===== src/rtl/idxreg_pkg.sv =====
// Package: shared widths, register index map and index helpers for the
// indexed register port. Assumes 8-bit indices and a 16-bit host bus.
package idxreg_pkg;
    localparam int IDX_W = 8;
    localparam int BUS_W = 16;

    localparam logic [IDX_W-1:0] IX_IDA  = 8'h00;
    localparam logic [IDX_W-1:0] IX_IDB  = 8'h02;
    localparam logic [IDX_W-1:0] IX_DIV  = 8'h04;
    localparam logic [IDX_W-1:0] IX_WID  = 8'h2A;
    localparam logic [IDX_W-1:0] IX_FPTR = 8'h58;
    localparam logic [IDX_W-1:0] IX_FDAT = 8'h5A;
    localparam logic [IDX_W-1:0] IX_XLO  = 8'h6C;
    localparam logic [IDX_W-1:0] IX_XHI  = 8'h6E;
    localparam logic [IDX_W-1:0] IX_YLO  = 8'h70;
    localparam logic [IDX_W-1:0] IX_YHI  = 8'h72;
    localparam logic [IDX_W-1:0] IX_MEM  = 8'h90;
    localparam logic [IDX_W-1:0] IX_GPTR = 8'hB6;
    localparam logic [IDX_W-1:0] IX_GDAT = 8'hB8;
    localparam logic [IDX_W-1:0] IX_NDST = 8'hE8;
    localparam logic [IDX_W-1:0] IX_IRQ  = 8'hF6;
    localparam logic [IDX_W-1:0] IX_SKIP = 8'hFC;

    // True for the ports whose index must not move on a data write.
    function automatic logic idx_holds(input logic [IDX_W-1:0] ix);
        return (ix == IX_MEM) || (ix == IX_FDAT) || (ix == IX_GDAT);
    endfunction
endpackage


===== src/rtl/idxreg_ctl.sv =====
// Index and discard control. Holds the register index and the discard
// count, and decides whether the current strobe is live. Assumes that
// skip_ld is only asserted for a live data-phase write.
module idxreg_ctl
    import idxreg_pkg::*;
#(
    parameter int CNT_W = 4
) (
    input  logic             clk,
    input  logic             rst_n,
    input  logic             en,
    input  logic             wr,
    input  logic             dsel,
    input  logic [IDX_W-1:0] cmd_val,
    input  logic             skip_ld,
    input  logic [CNT_W-1:0] skip_val,
    output logic [IDX_W-1:0] idx,
    output logic [CNT_W-1:0] cnt,
    output logic             live
);
    // A strobe is live when no discard is pending.
    always_comb live = en && (cnt == '0);

    // Index advance, command load and discard countdown.
    always_ff @(posedge clk) begin
        if (!rst_n) begin
            idx <= '0;
            cnt <= '0;
        end else if (en) begin
            if (cnt != '0) begin
                cnt <= cnt - 1'b1;
            end else if (wr && !dsel) begin
                idx <= cmd_val;
            end else if (wr && dsel) begin
                if (!idx_holds(idx)) idx <= idx + IDX_W'(2);
                if (skip_ld) cnt <= skip_val;
            end else if (dsel) begin
                idx <= idx + IDX_W'(1);
            end
        end
    end
endmodule


===== src/rtl/idxreg_tbl.sv =====
// Table with a private self-stepping pointer. BOUNDED=1 gives the pointer
// one extra bit so that it can stop at DEPTH; BOUNDED=0 lets it wrap.
// Assumes DEPTH is a power of two. Memory contents are not reset.
module idxreg_tbl #(
    parameter int DEPTH   = 32,
    parameter int ENT_W   = 8,
    parameter bit BOUNDED = 1'b1,
    localparam int AW     = $clog2(DEPTH),
    localparam int PW     = BOUNDED ? AW + 1 : AW
) (
    input  logic             clk,
    input  logic             rst_n,
    input  logic             ptr_ld,
    input  logic [AW-1:0]    ptr_val,
    input  logic             acc,
    input  logic             acc_wr,
    input  logic [ENT_W-1:0] wdata,
    output logic [ENT_W-1:0] rdata,
    output logic [PW-1:0]    ptr
);
    logic [ENT_W-1:0] mem [DEPTH];
    logic             in_range;

    // Range test depends on whether the pointer saturates or wraps.
    generate
        if (BOUNDED) begin : g_sat
            always_comb in_range = !ptr[PW-1];
        end else begin : g_wrap
            always_comb in_range = 1'b1;
        end
    endgenerate

    // Pointer load and post-increment.
    always_ff @(posedge clk) begin
        if (!rst_n)                ptr <= '0;
        else if (ptr_ld)           ptr <= PW'(ptr_val);
        else if (acc && in_range)  ptr <= ptr + 1'b1;
    end

    // Entry write at the current pointer.
    always_ff @(posedge clk) begin
        if (acc && acc_wr && in_range) mem[ptr[AW-1:0]] <= wdata;
    end

    // Entry read at the current pointer, zero when out of range.
    always_comb rdata = in_range ? mem[ptr[AW-1:0]] : '0;
endmodule


===== src/rtl/idxreg_bank.sv =====
// Plain register bank: identification constants, offset divider, width in
// units of eight, split coordinates, non-display status and interrupt
// status. Assumes wr_en is a live data-phase write at index idx.
module idxreg_bank
    import idxreg_pkg::*;
#(
    parameter int COORD_W = 10,
    parameter int IRQ_W   = 8
) (
    input  logic             clk,
    input  logic             rst_n,
    input  logic [IDX_W-1:0] idx,
    input  logic             wr_en,
    input  logic [7:0]       wdata,
    input  logic [IRQ_W-1:0] irq_set,
    output logic [BUS_W-1:0] rdata,
    output logic [IRQ_W-1:0] irq_stat
);
    localparam int HI_W = COORD_W - 8;

    logic [6:0]         div_q;
    logic [10:0]        wid_q;
    logic [COORD_W-1:0] xc_q, yc_q;
    logic [7:0]         nd_q;

    // Configuration register writes.
    always_ff @(posedge clk) begin
        if (!rst_n) begin
            div_q <= 7'd9;
            wid_q <= 11'd8;
            xc_q  <= '0;
            yc_q  <= '0;
            nd_q  <= '0;
        end else if (wr_en) begin
            case (idx)
                IX_DIV:  div_q <= {1'b0, wdata[5:0]} + 7'd1;
                IX_WID:  wid_q <= {wdata, 3'b000};
                IX_XLO:  xc_q[7:0] <= wdata;
                IX_XHI:  xc_q[COORD_W-1:8] <= wdata[HI_W-1:0];
                IX_YLO:  yc_q[7:0] <= wdata;
                IX_YHI:  yc_q[COORD_W-1:8] <= wdata[HI_W-1:0];
                IX_NDST: nd_q <= wdata & 8'h1B;
                default: ;
            endcase
        end
    end

    // Interrupt status: mask-clear by write, then OR in new events.
    always_ff @(posedge clk) begin
        if (!rst_n) irq_stat <= '0;
        else irq_stat <= ((wr_en && idx == IX_IRQ) ? (irq_stat & wdata[IRQ_W-1:0])
                                                   : irq_stat) | irq_set;
    end

    // Readback formatting per register.
    always_comb begin
        case (idx)
            IX_IDA:  rdata = 16'h00A5;
            IX_IDB:  rdata = 16'h0083;
            IX_DIV:  rdata = {8'h00, 1'b1, 7'(div_q - 7'd1)};
            IX_WID:  rdata = {8'h00, wid_q[10:3]};
            IX_XLO:  rdata = {8'h00, xc_q[7:0]};
            IX_XHI:  rdata = BUS_W'(xc_q[COORD_W-1:8]);
            IX_YLO:  rdata = {8'h00, yc_q[7:0]};
            IX_YHI:  rdata = BUS_W'(yc_q[COORD_W-1:8]);
            IX_NDST: rdata = {8'h00, nd_q | 8'h20};
            IX_IRQ:  rdata = BUS_W'(irq_stat);
            default: rdata = '0;
        endcase
    end
endmodule


===== src/rtl/idxreg_port.sv =====
// Top of the indexed register port. Decodes host strobes into command
// loads, data writes and reads, routes them to the index control, the two
// pointer tables and the register bank, and registers read data.
// Assumes one access per strobe cycle and no back-pressure.
module idxreg_port
    import idxreg_pkg::*;
#(
    parameter int COORD_W = 10,
    parameter int IRQ_W   = 8,
    parameter int CNT_W   = 4,
    parameter int FDEPTH  = 32,
    parameter int GDEPTH  = 256
) (
    input  logic             clk,
    input  logic             rst_n,
    input  logic             bus_en,
    input  logic             bus_wr,
    input  logic             bus_dsel,
    input  logic [15:0]      bus_wdata,
    output logic [15:0]      bus_rdata,
    output logic             bus_rvalid,
    input  logic [IRQ_W-1:0] irq_set,
    output logic             irq_out,
    output logic             mem_wvalid,
    output logic [15:0]      mem_wdata
);
    localparam int FAW = $clog2(FDEPTH);
    localparam int FPW = FAW + 1;
    localparam int GAW = $clog2(GDEPTH);

    logic [IDX_W-1:0] idx;
    logic [CNT_W-1:0] skip_cnt;
    logic             live, dat_wr, dat_acc;
    logic [FPW-1:0]   fptr;
    logic [GAW-1:0]   gptr;
    logic [7:0]       f_rd, g_rd;
    logic [BUS_W-1:0] bank_rd, rd_mux;
    logic [IRQ_W-1:0] irq_stat;

    // Qualified access kinds.
    always_comb begin
        dat_acc = live && bus_dsel;
        dat_wr  = dat_acc && bus_wr;
    end

    idxreg_ctl #(.CNT_W(CNT_W)) u_ctl (
        .clk(clk), .rst_n(rst_n), .en(bus_en), .wr(bus_wr), .dsel(bus_dsel),
        .cmd_val(bus_wdata[7:0]),
        .skip_ld(dat_wr && idx == IX_SKIP), .skip_val(bus_wdata[CNT_W-1:0]),
        .idx(idx), .cnt(skip_cnt), .live(live)
    );

    idxreg_tbl #(.DEPTH(FDEPTH), .ENT_W(8), .BOUNDED(1'b1)) u_ftbl (
        .clk(clk), .rst_n(rst_n),
        .ptr_ld(dat_wr && idx == IX_FPTR), .ptr_val(bus_wdata[FAW-1:0]),
        .acc(dat_acc && idx == IX_FDAT), .acc_wr(bus_wr),
        .wdata(bus_wdata[7:0]), .rdata(f_rd), .ptr(fptr)
    );

    idxreg_tbl #(.DEPTH(GDEPTH), .ENT_W(8), .BOUNDED(1'b0)) u_gtbl (
        .clk(clk), .rst_n(rst_n),
        .ptr_ld(dat_wr && idx == IX_GPTR), .ptr_val(bus_wdata[GAW-1:0]),
        .acc(dat_acc && idx == IX_GDAT), .acc_wr(bus_wr),
        .wdata(bus_wdata[7:0]), .rdata(g_rd), .ptr(gptr)
    );

    idxreg_bank #(.COORD_W(COORD_W), .IRQ_W(IRQ_W)) u_bank (
        .clk(clk), .rst_n(rst_n), .idx(idx), .wr_en(dat_wr),
        .wdata(bus_wdata[7:0]), .irq_set(irq_set),
        .rdata(bank_rd), .irq_stat(irq_stat)
    );

    // Read source selection by index.
    always_comb begin
        case (idx)
            IX_FPTR: rd_mux = BUS_W'(fptr);
            IX_FDAT: rd_mux = {8'h00, f_rd};
            IX_GPTR: rd_mux = BUS_W'(gptr);
            IX_GDAT: rd_mux = {8'h00, g_rd};
            IX_SKIP: rd_mux = BUS_W'(skip_cnt);
            IX_MEM:  rd_mux = '0;
            default: rd_mux = bank_rd;
        endcase
    end

    // Registered read return and display memory strobe.
    always_ff @(posedge clk) begin
        if (!rst_n) begin
            bus_rdata  <= '0;
            bus_rvalid <= 1'b0;
            mem_wvalid <= 1'b0;
            mem_wdata  <= '0;
        end else begin
            bus_rvalid <= bus_en && !bus_wr;
            if (bus_en && !bus_wr) bus_rdata <= live ? rd_mux : '0;
            mem_wvalid <= dat_wr && idx == IX_MEM;
            if (dat_wr && idx == IX_MEM) mem_wdata <= bus_wdata;
        end
    end

    always_comb irq_out = |irq_stat;
endmodule


===== config.mk =====
export PLATFORM = sky130hd
export DESIGN_NAME = idxreg_port
export DESIGN_NICKNAME = d
export VERILOG_FILES = /design/src/rtl/idxreg_pkg.sv /design/src/rtl/idxreg_ctl.sv /design/src/rtl/idxreg_tbl.sv /design/src/rtl/idxreg_bank.sv /design/src/rtl/idxreg_port.sv
export SDC_FILE = /design/constraint.sdc
export NUM_CORES = 2
export LEC_CHECK = 0
export CAP_MARGIN = 20
export CELL_PAD_IN_SITES_DETAIL_PLACEMENT = 0
export CELL_PAD_IN_SITES_GLOBAL_PLACEMENT = 1
export CORE_MARGIN = 5
export CORE_UTILIZATION = 45
export DETAILED_ROUTE_END_ITERATION = 8
export DONT_BUFFER_PORTS = 1
export PLACE_DENSITY = 0.76
export SYNTH_ARGS = -nofsm -noshare
export SYNTH_HDL_FRONTEND = slang
export SYNTH_SLANG_ARGS = --single-unit

===== constraint.sdc =====
create_clock -name clk -period 3.8 [get_ports clk]
set_input_delay 0.76 -clock clk [delete_from_list [all_inputs] [get_ports clk]]
set_output_delay 0.76 -clock clk [all_outputs]
set_load 0.02 [all_outputs]

==> flow_summary.ini <==
[worst_setup_path]
r2r_cells = 8
critPathMaxStageDelay_ns = 0.80
crit_top_cell = buf_4
critical_path.endpoint = bus_rdata[7]
r2r_end = bus_rdata[7]
required_ns = 4.59
worst-r2r-setup-slack_ns = 0.14
worstSetupEndpointType = register
critPathLaunchType = register
path_cells = inv_2 > buf_4 > mux2i_1 > o21ai_0 > nor4_2 > buf_4 > a2111oi_0 > o311a_1
cp_max_fo = 32
path_class = reg -> reg
crit_slowest_cell = dfxtp_4
worst_ep_arrival_time_ns = 4.45

[route]
antenna_left = 0
post-route-drc-count = 0
via_per_inst = 6.16
vias = 52000
routed_wl_um = 263000
drtIter0Drc = 7272
wl_per_cell_um = 31.1
firstDrtPassIters = 8

[cts]
clkSinkCount = 2416
cts_buffers = 229
clk_pin_slew_worst_paths_ns = 0.07
clock-root-buffer = clkbuf_16
cts_max_level = 4
clk_latency_ns = 0.89
cts_buffer_depth = 3
cts_tree = built

[timing]
rsz0062_at_grt = no
fin_crit_sh_pct = 96.4
fmax_ghz = 0.273
fin_ws_ns = 0.136
slew_viol_final = 0
maxSlewHeadroom_pct = 9.30
tightest_slew_ns = 1.36
period_needed_ns = 3.66
hold_viol_final = 0
setup_violations = 0
skew_ns = 0.0753

[global_routing]
grt_pass1_vias = 50900
antenna_found_initial = 8
grt_usage_pct = 23.2
grt-ovfl-total = 0
grt_pass1_wl_um = 374000
grt_max_degree = 304

[placement]
place.gp.congestion = 0.906
io_buffer_count = 0
preCtsSetupSlack_ns = 0.0473
dpl-instance-area_sq_mm = 0.102
hpwl_um = 163000

[min_path]
worstHoldPathCells = 2
hold_class = in -> reg
hold_start = bus_wr

[layout]
final_net_count = 5477
areaGrowthSynthToFinish_pct = 14.2
final_area_sq_mm = 0.110
fill_cells = 16600
drive_gt1_share_pct = 24.1

[floorplanning]
core.rowCount = 169
dieArea_sq_mm = 0.223
ios = 64
core-area_sq_mm = 0.212
die_h_um = 472
die_x_um = 472
initial_utilization_pct = 45.3

[synth]
synth_flop_cell = edfxtp_1
synth_edf_count = 2304
ys_async_sr_fraction_pct = 0
synth_area_sq_mm = 0.0961
ys_warn_count = 0
synth-seq-area-share_pct = 74.3
synth_top_cell_by_area = edfxtp_1
synth_top_cell_area_share_pct = 72.0
synth_cells = 4938
synth_cell_types = 92
ys_top_cells_by_area = edfxtp_1 72%, mux4_2 9.8%, mux2i_1 2.8%
synth-seq-cells = 2416
syn_avg_cell_area_sq_um = 19.5

[outcome]
status = completed

[run]
max_cap_viol_count = 0

[power_and_ir_drop]
pwr_density_cell_mw_per_mm2 = 480
ir_drop_uv = 498
leakagePower_nw = 33.9
-- sequential cells by signal, summed over array words and instances, names as in the netlist, 10 cells and up, named ones only --
name / count
mem_wdata: 16
u_bank.yc_q: 10
u_bank.xc_q: 10
u_gtbl.mem: 2048
u_ftbl.mem: 256
-- what timing repair did --
item,CTS,global route
setup buffers,0,0
setup endpoints to repair,0,2
hold buffers,19,0
resized for setup,0,2
endpoints found under the hold margin,60,0
-- worst min-delay path by stage --
stage | end | slack (ns)
5_1_grt | u_gtbl.mem[42][6] | 0.03
6_report | u_ctl.idx[0] | 0.08
3_5_place_dp | u_bank.wid_q[7] | 0.45
4_1_cts | u_gtbl.mem[42][6] | 0.003
3_3_place_gp | u_bank.wid_q[9] | 0.44
2_1_floorplan | u_bank.wid_q[10] | 0.44
-- placed cells by master (no fill, tap or decap), types with 10 or more instances in the layout --
master	count
o221ai_1	43
nand2b_1	13
buf_4	502
o22ai_1	79
buf_12	35
edfxtp_1	2304
nor2b_1	24
a21oi_1	93
mux4_2	420
clkbuf_16	230
dlygate4sd3_1	18
ha_1	15
o21ai_0	54
mux2i_1	265
nor3_1	49
a221oi_1	30
a22oi_1	77
a31oi_1	25
or2_2	10
clkbuf_1	45
a211oi_1	29
nor2_1	428
bufinv_16	25
clkinv_1	40
o211ai_1	11
clkinv_2	42
a22o_1	26
inv_1	22
nand4_1	15
nand3_1	65
and2_1	20
nor4_1	14
nand2_1	136
mux4_1	80
clkinvlp_4	13
dfxtp_1	105
-- layer usage --
layer	part of all wire, %	global-route usage, %	routed length (um)	vias up
li1	-	-	-	21300
met1	38	31.7	101000	27200
met2	47	35.8	122000	2974
met3	10	5.85	27100	563
met4	4.9	10.1	12800	4
met5	0.043	0	114	-
-- Yosys cell counts, types with 68 or more instances --
cell type / count
o22ai_1: 79
edfxtp_1: 2304
nor2_1: 429
a22oi_1: 77
mux2i_1: 265
clkbuf_1: 105
dfxtp_1: 112
buf_2: 68
mux4_1: 80
nand2_1: 137
mux4_2: 420
a21oi_1: 93
-- critical path, delay by kind of cell (launching register included) --
family	cells	cell delay [ns]
compound gates	3	0.56
buf+inv	3	1.03
flops	1	0.80
mux	1	0.57
simple gates	1	0.56
-- cell type report --
type,count,area (sq um),area share [%]
Sequential cell,2416,71500,65.1
Multi-Input combinational cell,2205,22400,20.4
Clock buffer,279,5980,5.45
Timing Repair Buffer,555,4650,4.24
Tap cell,2821,3530,3.22
Clock inverter,141,1580,1.44
Inverter,26,97.6,0.0890
Antenna cell,6,15.0,0.0137
-- stage by stage --
stage	util (%)	instances	hold WS [ns]	setup TNS, ns	total power (W)
floorplan	-	4945	0.436	0	0.0302
global placement	48.0	8004	0.443	-0.00726	0.0303
detailed placement	48.0	8004	0.448	0	0.0303
CTS	51.7	8443	0.00260	0	0.0529
global route	51.7	8444	0.0272	0	0.0541
finish	51.7	8449	0.0756	0	0.0527
-- power by group --
part | internal (W) | leakage [nW] | switching [W]
Clock | 0.0129 | 3.65 | 0.00993
Sequential | 0.0292 | 21.6 | 0.0000898
Combinational | 0.000202 | 8.62 | 0.000347
-- kinds of logic (layout without fill, tap and decap cells) --
| family | after synthesis | in the layout | share of synthesized area [%] |
|---|---|---|---|
| other | 1 | 14 | 0.00390 |
| and+or+nand+nor | 843 | 843 | 3.98 |
| xor gates and xnor gates | 15 | 15 | 0.137 |
| buffers and inverters | 324 | 1001 | 2.40 |
| adders and majority gates | 15 | 15 | 0.195 |
| DFF | 2416 | 2416 | 74.3 |
| muxes | 769 | 769 | 14.8 |
| AOI/OAI and AO/OA | 555 | 555 | 4.10 |
Note: power is estimated with default switching activity, not from simulation.
